[config.mk]
export PLATFORM = sky130hd
export DESIGN_NAME = csk_adder
export DESIGN_NICKNAME = d
export VERILOG_FILES = /design/src/rtl/csk_pkg.sv /design/src/rtl/csk_rca.sv /design/src/rtl/csk_incr.sv /design/src/rtl/csk_skip.sv /design/src/rtl/csk_stage.sv /design/src/rtl/csk_adder.sv
export SDC_FILE = /design/constraint.sdc
export NUM_CORES = 1
export LEC_CHECK = 0
export ABC_AREA = 1
export ABC_CLOCK_PERIOD_IN_PS = 6700
export CAP_MARGIN = 10
export CORE_MARGIN = 5
export CORE_UTILIZATION = 26
export DETAILED_ROUTE_END_ITERATION = 7
export GPL_TIMING_DRIVEN = 1
export PLACE_DENSITY = 0.67
export SYNTH_ARGS = -nofsm -noshare
export SYNTH_HDL_FRONTEND = slang
export SYNTH_SLANG_ARGS = --single-unit
[constraint.sdc]
create_clock -name vclk -period 6.7
set_input_delay 2.01 -clock vclk [all_inputs]
set_output_delay 2.01 -clock vclk [all_outputs]
set_load 0.01 [all_outputs]
[src/rtl/csk_pkg.sv]
package csk_pkg;

  typedef enum logic {
    GATE_AOI = 1'b0,
    GATE_OAI = 1'b1
  } skip_gate_e;

  // gate kind placed on stage idx: even stages invert-from-true, odd stages invert-from-complement
  function automatic skip_gate_e gate_for_stage(input int idx);
    return (idx % 2 == 0) ? GATE_AOI : GATE_OAI;
  endfunction

  // chain wire j (input of stage j) is complemented when j is odd
  function automatic bit chain_is_inverted(input int j);
    return (j % 2) == 1;
  endfunction

endpackage

[src/rtl/csk_rca.sv]
module csk_rca #(
  parameter int W = 4
) (
  input  logic [W-1:0] a,
  input  logic [W-1:0] b,
  output logic [W-1:0] s,
  output logic         gen,
  output logic         prop_all
);

  logic [W:0]   rc;
  logic [W-1:0] pbit;

  assign rc[0] = 1'b0;

  for (genvar i = 0; i < W; i++) begin : g_fa
    assign pbit[i]  = a[i] ^ b[i];
    assign s[i]     = pbit[i] ^ rc[i];
    assign rc[i+1]  = (a[i] & b[i]) | (pbit[i] & rc[i]);
  end

  assign gen      = rc[W];
  assign prop_all = &pbit;

endmodule

[src/rtl/csk_incr.sv]
module csk_incr #(
  parameter int W = 4
) (
  input  logic [W-1:0] x,
  input  logic         ci,
  output logic [W-1:0] y
);

  logic [W:0] hc;

  assign hc[0] = ci;

  for (genvar i = 0; i < W; i++) begin : g_ha
    assign y[i]    = x[i] ^ hc[i];
    assign hc[i+1] = x[i] & hc[i];
  end

endmodule

[src/rtl/csk_skip.sv]
module csk_skip
  import csk_pkg::*;
#(
  parameter skip_gate_e KIND = GATE_AOI
) (
  input  logic gen,
  input  logic prop,
  input  logic c_raw,
  output logic c_out_raw
);

  if (KIND == GATE_AOI) begin : g_aoi
    // true-polarity inputs, complemented output
    assign c_out_raw = ~(gen | (prop & c_raw));
  end else begin : g_oai
    // complemented inputs, true-polarity output
    logic gen_n;
    logic prop_n;
    assign gen_n     = ~gen;
    assign prop_n    = ~prop;
    assign c_out_raw = ~(gen_n & (prop_n | c_raw));
  end

endmodule

[src/rtl/csk_stage.sv]
module csk_stage
  import csk_pkg::*;
#(
  parameter int W   = 4,
  parameter int IDX = 0
) (
  input  logic [W-1:0] a,
  input  logic [W-1:0] b,
  input  logic         c_in_raw,
  output logic [W-1:0] s,
  output logic         c_out_raw
);

  localparam skip_gate_e KIND   = gate_for_stage(IDX);
  localparam bit         IN_INV = chain_is_inverted(IDX);

  logic [W-1:0] mid;
  logic         gen;
  logic         prop_all;
  logic         c_true;

  csk_rca #(.W(W)) u_rca (
    .a        (a),
    .b        (b),
    .s        (mid),
    .gen      (gen),
    .prop_all (prop_all)
  );

  csk_skip #(.KIND(KIND)) u_skip (
    .gen       (gen),
    .prop      (prop_all),
    .c_raw     (c_in_raw),
    .c_out_raw (c_out_raw)
  );

  if (IN_INV) begin : g_restore
    assign c_true = ~c_in_raw;
  end else begin : g_pass
    assign c_true = c_in_raw;
  end

  csk_incr #(.W(W)) u_incr (
    .x  (mid),
    .ci (c_true),
    .y  (s)
  );

endmodule

[src/rtl/csk_adder.sv]
module csk_adder
  import csk_pkg::*;
#(
  parameter int WIDTH   = 16,
  parameter int STAGE_W = 4
) (
  input  logic [WIDTH-1:0] a,
  input  logic [WIDTH-1:0] b,
  input  logic             cin,
  output logic [WIDTH-1:0] sum,
  output logic             cout
);

  localparam int  NSTG    = WIDTH / STAGE_W;
  localparam bit  OUT_INV = chain_is_inverted(NSTG);

  if (NSTG * STAGE_W != WIDTH) begin : g_bad_cfg
    initial $error("csk_adder: WIDTH must be a multiple of STAGE_W");
  end

  logic [NSTG:0] chain;

  assign chain[0] = cin;

  for (genvar k = 0; k < NSTG; k++) begin : g_stg
    csk_stage #(.W(STAGE_W), .IDX(k)) u_stage (
      .a         (a[k*STAGE_W +: STAGE_W]),
      .b         (b[k*STAGE_W +: STAGE_W]),
      .c_in_raw  (chain[k]),
      .s         (sum[k*STAGE_W +: STAGE_W]),
      .c_out_raw (chain[k+1])
    );
  end

  if (OUT_INV) begin : g_out_fix
    assign cout = ~chain[NSTG];
  end else begin : g_out_pass
    assign cout = chain[NSTG];
  end

endmodule

Yosys cells after proc, flatten, opt, wreduce, memory -nomap -nowiden
Index checks and enable logic that the tools add are counted.
- word-level logic and storage cells: 116
- flip-flop bits (word level): 0
- bits of input ports: 33
- output and inout port bits: 17
- bitwise logic cells: 112
- reduce and logical (&&, ||, !) cells: 4
- operators with widths (kind ; count):
    $and A1 B1 Y1 ; 44
    $xor A1 B1 Y1 ; 44
    $or A1 B1 Y1 ; 16
    $reduce_and A4 Y1 ; 4
    $not A1 Y1 ; 8

Logic depth before layout (Yosys ltp)
Gate-level depths: netlist of run 1.
- word-level depth: 18
- mapped depth: 15
- mapped depth without buffers: 15

By module
From an unflattened synthesis of run 1, not the netlist that was laid out.
- cell total of the unflattened synthesis: 104
- area, all modules: 840.8 µm²
- by module, submodules not included (module ; cells each ; times used ; area an instance (µm²)):
    csk_rca ; 15 ; 4 ; 140.1
    csk_incr ; 8 ; 4 ; 56.3
    csk_skip (g_stg[1].u_stage.u_skip ...) ; 4 ; 2 ; 15.0
    csk_skip (g_stg[0].u_stage.u_skip ...) ; 1 ; 2 ; 8.8
    csk_stage (g_stg[1].u_stage ...) ; 1 ; 2 ; 3.8

Least setup slack after synthesis of run 1
Ideal clock, no wire load.
- kind: input -> output
- from: in a[0]
- to: out sum[15]
- arrival time: 4297 ps
- required time: 4690 ps
- cell stages on the path: 15
- slack: 393 ps
- buffers on the path: 0
- cells stage by stage: ha_1 inv_1 fa_1 inv_1 fa_1 fa_1 o21bai_2 nand2_2 nand2_2 nand2_2 nand2_2 ha_1 ha_1 ha_1 xnor2_1
- longest elaborated chain between the ends: 18
- RTL lines (what ; line ; text):
    start: declaration ; csk_adder.sv:7 ; input logic [WIDTH-1:0] a,
    $and A1 B1 Y1 (2 in a row) ; csk_rca.sv:19 ; assign rc[i+1] = (a[i] & b[i]) | (pbit[i] & rc[i]);
    $or A1 B1 Y1 ; csk_rca.sv:19 ;
    $and A1 B1 Y1 ; csk_rca.sv:19 ;
    $or A1 B1 Y1 ; csk_rca.sv:19 ;
    $and A1 B1 Y1 ; csk_rca.sv:19 ;
    $or A1 B1 Y1 ; csk_rca.sv:19 ;
    $or A1 B1 Y1 * ; csk_skip.sv:14 ; assign c_out_raw = ~(gen | (prop & c_raw));
    $not A1 Y1 * ; csk_skip.sv:14 ;
    $or A1 B1 Y1 * ; csk_skip.sv:21 ; assign c_out_raw = ~(gen_n & (prop_n | c_raw));
    $and A1 B1 Y1 * ; csk_skip.sv:21 ;
    $not A1 Y1 * ; csk_skip.sv:21 ;
    $and A1 B1 Y1 * ; csk_skip.sv:14 ;
    $or A1 B1 Y1 * ; csk_skip.sv:14 ;
    $and A1 B1 Y1 * (3 in a row) ; csk_incr.sv:15 ; assign hc[i+1] = x[i] & hc[i];
    $xor A1 B1 Y1 * ; csk_incr.sv:14 ; assign y[i] = x[i] ^ hc[i];
    end: declaration ; csk_adder.sv:10 ; output logic [WIDTH-1:0] sum,
Mark *: on every way between the ends. The rest lies on a longest branch, timed or not.

Worst setup path in the final report of run 1
- from: in a[4]
- to: out sum[15]
- longest elaborated chain between the ends: 16
- RTL lines (what ; line ; text):
    $and A1 B1 Y1 (2 in a row) ; csk_rca.sv:19 ;
    $or A1 B1 Y1 ; csk_rca.sv:19 ;
    $and A1 B1 Y1 ; csk_rca.sv:19 ;
    $or A1 B1 Y1 ; csk_rca.sv:19 ;
    $and A1 B1 Y1 ; csk_rca.sv:19 ;
    $or A1 B1 Y1 ; csk_rca.sv:19 ;
    $not A1 Y1 ; csk_skip.sv:19 ; assign gen_n = ~gen;
    $and A1 B1 Y1 * ; csk_skip.sv:21 ;
    $not A1 Y1 * ; csk_skip.sv:21 ;
    $and A1 B1 Y1 * ; csk_skip.sv:14 ;
    $or A1 B1 Y1 * ; csk_skip.sv:14 ;
    $and A1 B1 Y1 * (3 in a row) ; csk_incr.sv:15 ;
    $xor A1 B1 Y1 * ; csk_incr.sv:14 ;
Marked as above.

==> metrics, run 1 <==
most frequent cell after synthesis=ha_1; Mapped Cells=82; setup TNS=0 ns; Post-Synthesis Net Count=155; Crit. End Element=output port; sequential share of the synthesized area=0%; drt initial violations=1; synth warn=0; # IOs=50; Tcrit/Tclk final=98.4%; Pins Over Slew Limit=0; Final Wtd Congestion=0.775; IO buf count=50; crit path DAT=4.59 ns; Multi-input gate area=822 sq um; P per Cell Area=97.2 mW/mm^2; Least-Margin Pin Slew=0.154 ns; Hold Buf Count CTS=0; Peak Freq=152 MHz; Tot Pwr=0.141 mW; All-Layer GR Usage=10.3%; static leakage=0.706 nW; Yosys cell types=11; synthesized area=792 sq um; min Tclk post-route=6.60 ns; Slew headroom=89.7%; Crit Path Max Fanout=2; final net count=212; WL/cell=12.7 microns; worst setup path category=primary input to output port; hold path depth=4; synth top area cells=ha_1 44%, fa_1 30%, inv_1 9.5%; Critical Path RT=4.69 ns; layout cells sized above 1=26.3%; Reg area=0 sq um; Core ar.=0.00298 sq mm; initial core utilization=26.6%; worst hold path startpoint=b[11]; crit start category=primary input; grt total ovfl=0; Worst VDD drop=38.1 uV; placed cells=170; FILL cells=290; DRC Markers=0; Final Setup Violations=0; Yosys top cell by area=ha_1; syn_area_per_cell=9.66 sq um; Vias=725; Min-Delay Endpoint=sum[11]; number of global-route vias before repair=856; via/cell ratio=4.26; initial antenna violation count=0; fin cells=170; post-route cell area=0.00145 sq mm; Rows=20; WL final=2150 microns; height of the die=65.2 microns; DRT Pass-1 Iters=4; area grow syn2layout=83.3%; Worst Hold Class=primary input to output port; Ant. Diodes=0; Post-DRT Antenna Nets=0; largest net degree at the start of global routing=3; first-pass GRT wire length=3550 microns; DP Area=0.00137 sq mm; number of max-cap violations=0; detailed placement HPWL=1980 microns; synth cell count leaders=28 x ha_1, 20 x inv_1, 12 x fa_1; Die Area=0.00425 sq mm; num sequential=0; clock buffers=0; Synth top area share=44.2%; die width=65.2 microns; final hold violations=0; status=finished clean
-- power breakdown --
group / total [mW] / internal [mW] / switching (mW) / leakage, nW
Clock: 0 / 0 / 0 / 0
Combinational: 0.141 / 0.0788 / 0.0622 / 0.706
Sequential: 0 / 0 / 0 / 0
Total: 0.141 / 0.0788 / 0.0622 / 0.706
-- metal layers --
metal  global-route usage [%]  vias to the layer above  share of wire, %  wire, microns
met5                        0                        -                 0              0
met4                     2.07                        0               2.6             55
met3                     1.88                        4               7.9            171
met2                     22.0                       34                56           1210
met1                     9.86                      333                33            717
li1                         -                      354                 -              -
-- how the worst max path moves through the flow --
| stage | start | end | slack [ns] | cells after the start |
|---|---|---|---|---|
| 2_1_floorplan | a[0] | sum[15] | 0.39 | 15 |
| 4_1_cts | b[0] | sum[15] | -0.0003 | 17 |
| 3_5_place_dp | a[0] | sum[15] | -0.64 | 17 |
| 6_report | a[4] | sum[15] | 0.10 | 16 |
| 3_3_place_gp | a[0] | sum[15] | -0.56 | 17 |
| 5_1_grt | a[4] | sum[15] | -0.02 | 16 |
-- cell type report --
class	instances	area share [%]
Inverter	20	5.17
Timing Repair Buffer	55	35.3
Tap cell	33	2.84
Multi-Input combinational cell	62	56.6
-- placed cells by master, fill, tap and decap left out --
cell | netlist | final
fa_1 | 12 | 6
xor2_1 | 3 | 3
nor2_1 | 1 | 1
nand2_2 | 4 | 3
clkdlybuf4s50_1 | 0 | 36
dlymetal6s2s_1 | 0 | 1
nand2_1 | 9 | 9
nand2_4 | 0 | 1
ha_4 | 0 | 5
fa_2 | 0 | 6
buf_4 | 0 | 5
inv_1 | 20 | 14
o21bai_4 | 0 | 1
ha_2 | 0 | 3
ha_1 | 28 | 20
dlygate4sd2_1 | 0 | 10
buf_2 | 0 | 3
nor2_2 | 2 | 2
inv_2 | 0 | 6
xnor2_2 | 0 | 1
nand3_1 | 1 | 1
-- critical path, stage by stage --
cell and delay [ns]:
clkdlybuf4s50_1 0.40, ha_2 0.17, inv_2 0.05, fa_2 0.17, inv_1 0.05, fa_2 0.37, fa_2 0.36, inv_2 0.07
nand2_4 0.06, nand2_2 0.05, nand2_2 0.06, ha_4 0.16, ha_4 0.15, ha_4 0.15, xnor2_2 0.12, buf_2 0.15
-- stage by stage --
stage	setup WS [ns]	hold WS, ns	utilization [%]
after CTS	-0.000330	4.92	47.0
final	0.104	4.91	48.7
after floorplan	0.393	4.17	-
after global placement	-0.565	5.18	46.1
after detailed placement	-0.644	5.19	46.1
after global routing	-0.0211	4.95	48.7
-- logic make-up after synthesis --
logic type	count (synthesis)	share of synthesized area [%]
AND/OR/NAND/NOR	17	10.1
buffers and inverters	20	9.48
AO/OA/AOI/OAI	1	1.42
XOR/XNOR	4	4.42
adder cells (fa/ha/maj)	40	74.6
-- repair_timing --
item,4_1_cts,5_1_grt
endpoints found under the hold margin,0,0
setup buffers,0,0
endpoints found under the setup margin,12,6
pin swaps,6,7
gates cloned,0,0
gates resized for setup,40,11
(Power assumes the default switching activity.)
==> run 2, diff against run 1 <==
--- a/config.mk
+++ b/config.mk
@@ -13,6 +13,7 @@
 export DETAILED_ROUTE_END_ITERATION = 7
 export GPL_TIMING_DRIVEN = 1
 export PLACE_DENSITY = 0.67
+export SETUP_SLACK_MARGIN = 0.3
 export SYNTH_ARGS = -nofsm -noshare
 export SYNTH_HDL_FRONTEND = slang
 export SYNTH_SLANG_ARGS = --single-unit
==> run 2 against run 1 <==
- non-clock buffer count grew 2
- flip-flop and latch count is the same
- global-route usage grew 0.18 points
- critical path type unchanged
- critical endpoint unchanged
- highest routed layer unchanged
==> metrics, run 2 (synthesized netlist as in run 1, its figures left out) <==
detailed placement HPWL=1980 microns (unchanged); Die Area=0.00425 sq mm (unchanged); static leakage=0.731 nW (was 0.706 nW); Reg area=0 sq um (unchanged); height of the die=65.2 microns (unchanged); via/cell ratio=4.31 (was 4.26); Slew headroom=89.6% (was 89.7%); worst setup path category=primary input to output port (unchanged); Crit. End Element=output port (unchanged); Worst Hold Class=primary input to output port (unchanged); DRC Markers=0 (unchanged); Crit Path Max Fanout=2 (unchanged); post-route cell area=0.00146 sq mm (was 0.00145 sq mm); num sequential=0 (unchanged); Final Wtd Congestion=0.775 (unchanged); Tot Pwr=0.138 mW (was 0.141 mW); WL/cell=12.5 microns (was 12.7 microns); Ant. Diodes=0 (unchanged); Pins Over Slew Limit=0 (unchanged); initial antenna violation count=0 (unchanged); first-pass GRT wire length=3610 microns (was 3550 microns); Final Setup Violations=0 (unchanged); Layout Utilization=48.9% (was 48.7%); status=finished clean (unchanged); RSZ-0062 raised after global routing=yes; Rows=20 (unchanged); final net count=214 (was 212); Core ar.=0.00298 sq mm (unchanged); clock buffers=0 (unchanged); drt initial violations=2 (was 1); P per Cell Area=94.8 mW/mm^2 (was 97.2 mW/mm^2); # IOs=50 (unchanged); crit path DAT=4.35 ns (was 4.59 ns); DRT Pass-1 Iters=4 (unchanged); Critical Path RT=4.69 ns (about the same); worst setup path startpoint=a[9] (was a[4]); IO buf count=50 (unchanged); largest net degree at the start of global routing=3 (unchanged); final hold violations=0 (unchanged); die width=65.2 microns (unchanged); worst hold path startpoint=a[8] (was b[11]); Least-Margin Pin Slew=0.155 ns (was 0.154 ns); min Tclk post-route=6.36 ns (was 6.60 ns); Worst VDD drop=42.6 uV (was 38.1 uV); number of global-route vias before repair=860 (was 856); most frequent cells in the layout=27 x clkdlybuf4s50_1, 20 x ha_1, 11 x inv_2 (was 36 x clkdlybuf4s50_1, 20 x ha_1, 14 x inv_1); most common cell after layout, fill and taps aside=clkdlybuf4s50_1 (unchanged); area grow syn2layout=84.0% (was 83.3%); crit start category=primary input (unchanged); placed cells=170 (unchanged); Peak Freq=157 MHz (was 152 MHz); All-Layer GR Usage=10.5% (was 10.3%); initial core utilization=26.6% (unchanged); Vias=741 (was 725); Post-DRT Antenna Nets=0 (unchanged); grt total ovfl=0 (unchanged); number of max-cap violations=0 (unchanged); DP Area=0.00137 sq mm (unchanged); layout cells sized above 1=37.4% (was 26.3%); fin cells=172 (was 170); WL final=2140 microns (was 2150 microns); Tcrit/Tclk final=94.9% (was 98.4%)
## run 2: final timing paths
kind              depth (start not counted)  endpoint
setup / recovery                         13   sum[15]
hold / removal                            4    sum[8]
## run 2: layout make-up
cell class | count | area [sq um]
well taps | 33 | 41.3
fillers | 295 | 1520
multi-input cells | 62 | 820
repair buffers | 57 | 522
inverters | 20 | 75.1
## run 2: layer usage
metal	GRT usage [%]	up-vias	wire length [microns]
met5	0	-	0
met4	2.07	0	54
met3	1.54	4	159
met2	22.6	34	1210
met1	10.1	344	724
li1	-	359	-
## run 2: report_power, final
group / total, mW / internal [mW] / switching (mW)
sequential: 0 / 0 / 0
combinational: 0.138 / 0.0765 / 0.0617
clock: 0 / 0 / 0
## run 2: timing repair
item / 4_1_cts / 5_1_grt
endpoints found under the setup margin: 14 / 8
hold buffers: 0 / 0
setup buffers: 1 / 1
gates resized for setup: 72 / 12
pin swaps: 13 / 13
## run 2: worst max-delay path, stage by stage
cell	delay, ns
clkdlybuf4s50_1	0.43
inv_1	0.10
fa_2	0.19
inv_1	0.05
fa_2	0.36
fa_2	0.36
inv_2	0.07
nand2_4	0.06
ha_4	0.15
ha_4	0.15
ha_4	0.15
xnor2_2	0.11
buf_2	0.15
## run 2: metrics by stage
stage | setup TNS, ns | worst slack, ns | hold slack (ns)
floorplan | 0 | 0.393 | 4.17
global placement | -3.39 | -0.565 | 5.18
detailed placement | -4.38 | -0.644 | 5.19
CTS | 0 | 0.228 | 4.87
global route | 0 | 0.231 | 4.70
finish | 0 | 0.341 | 4.66
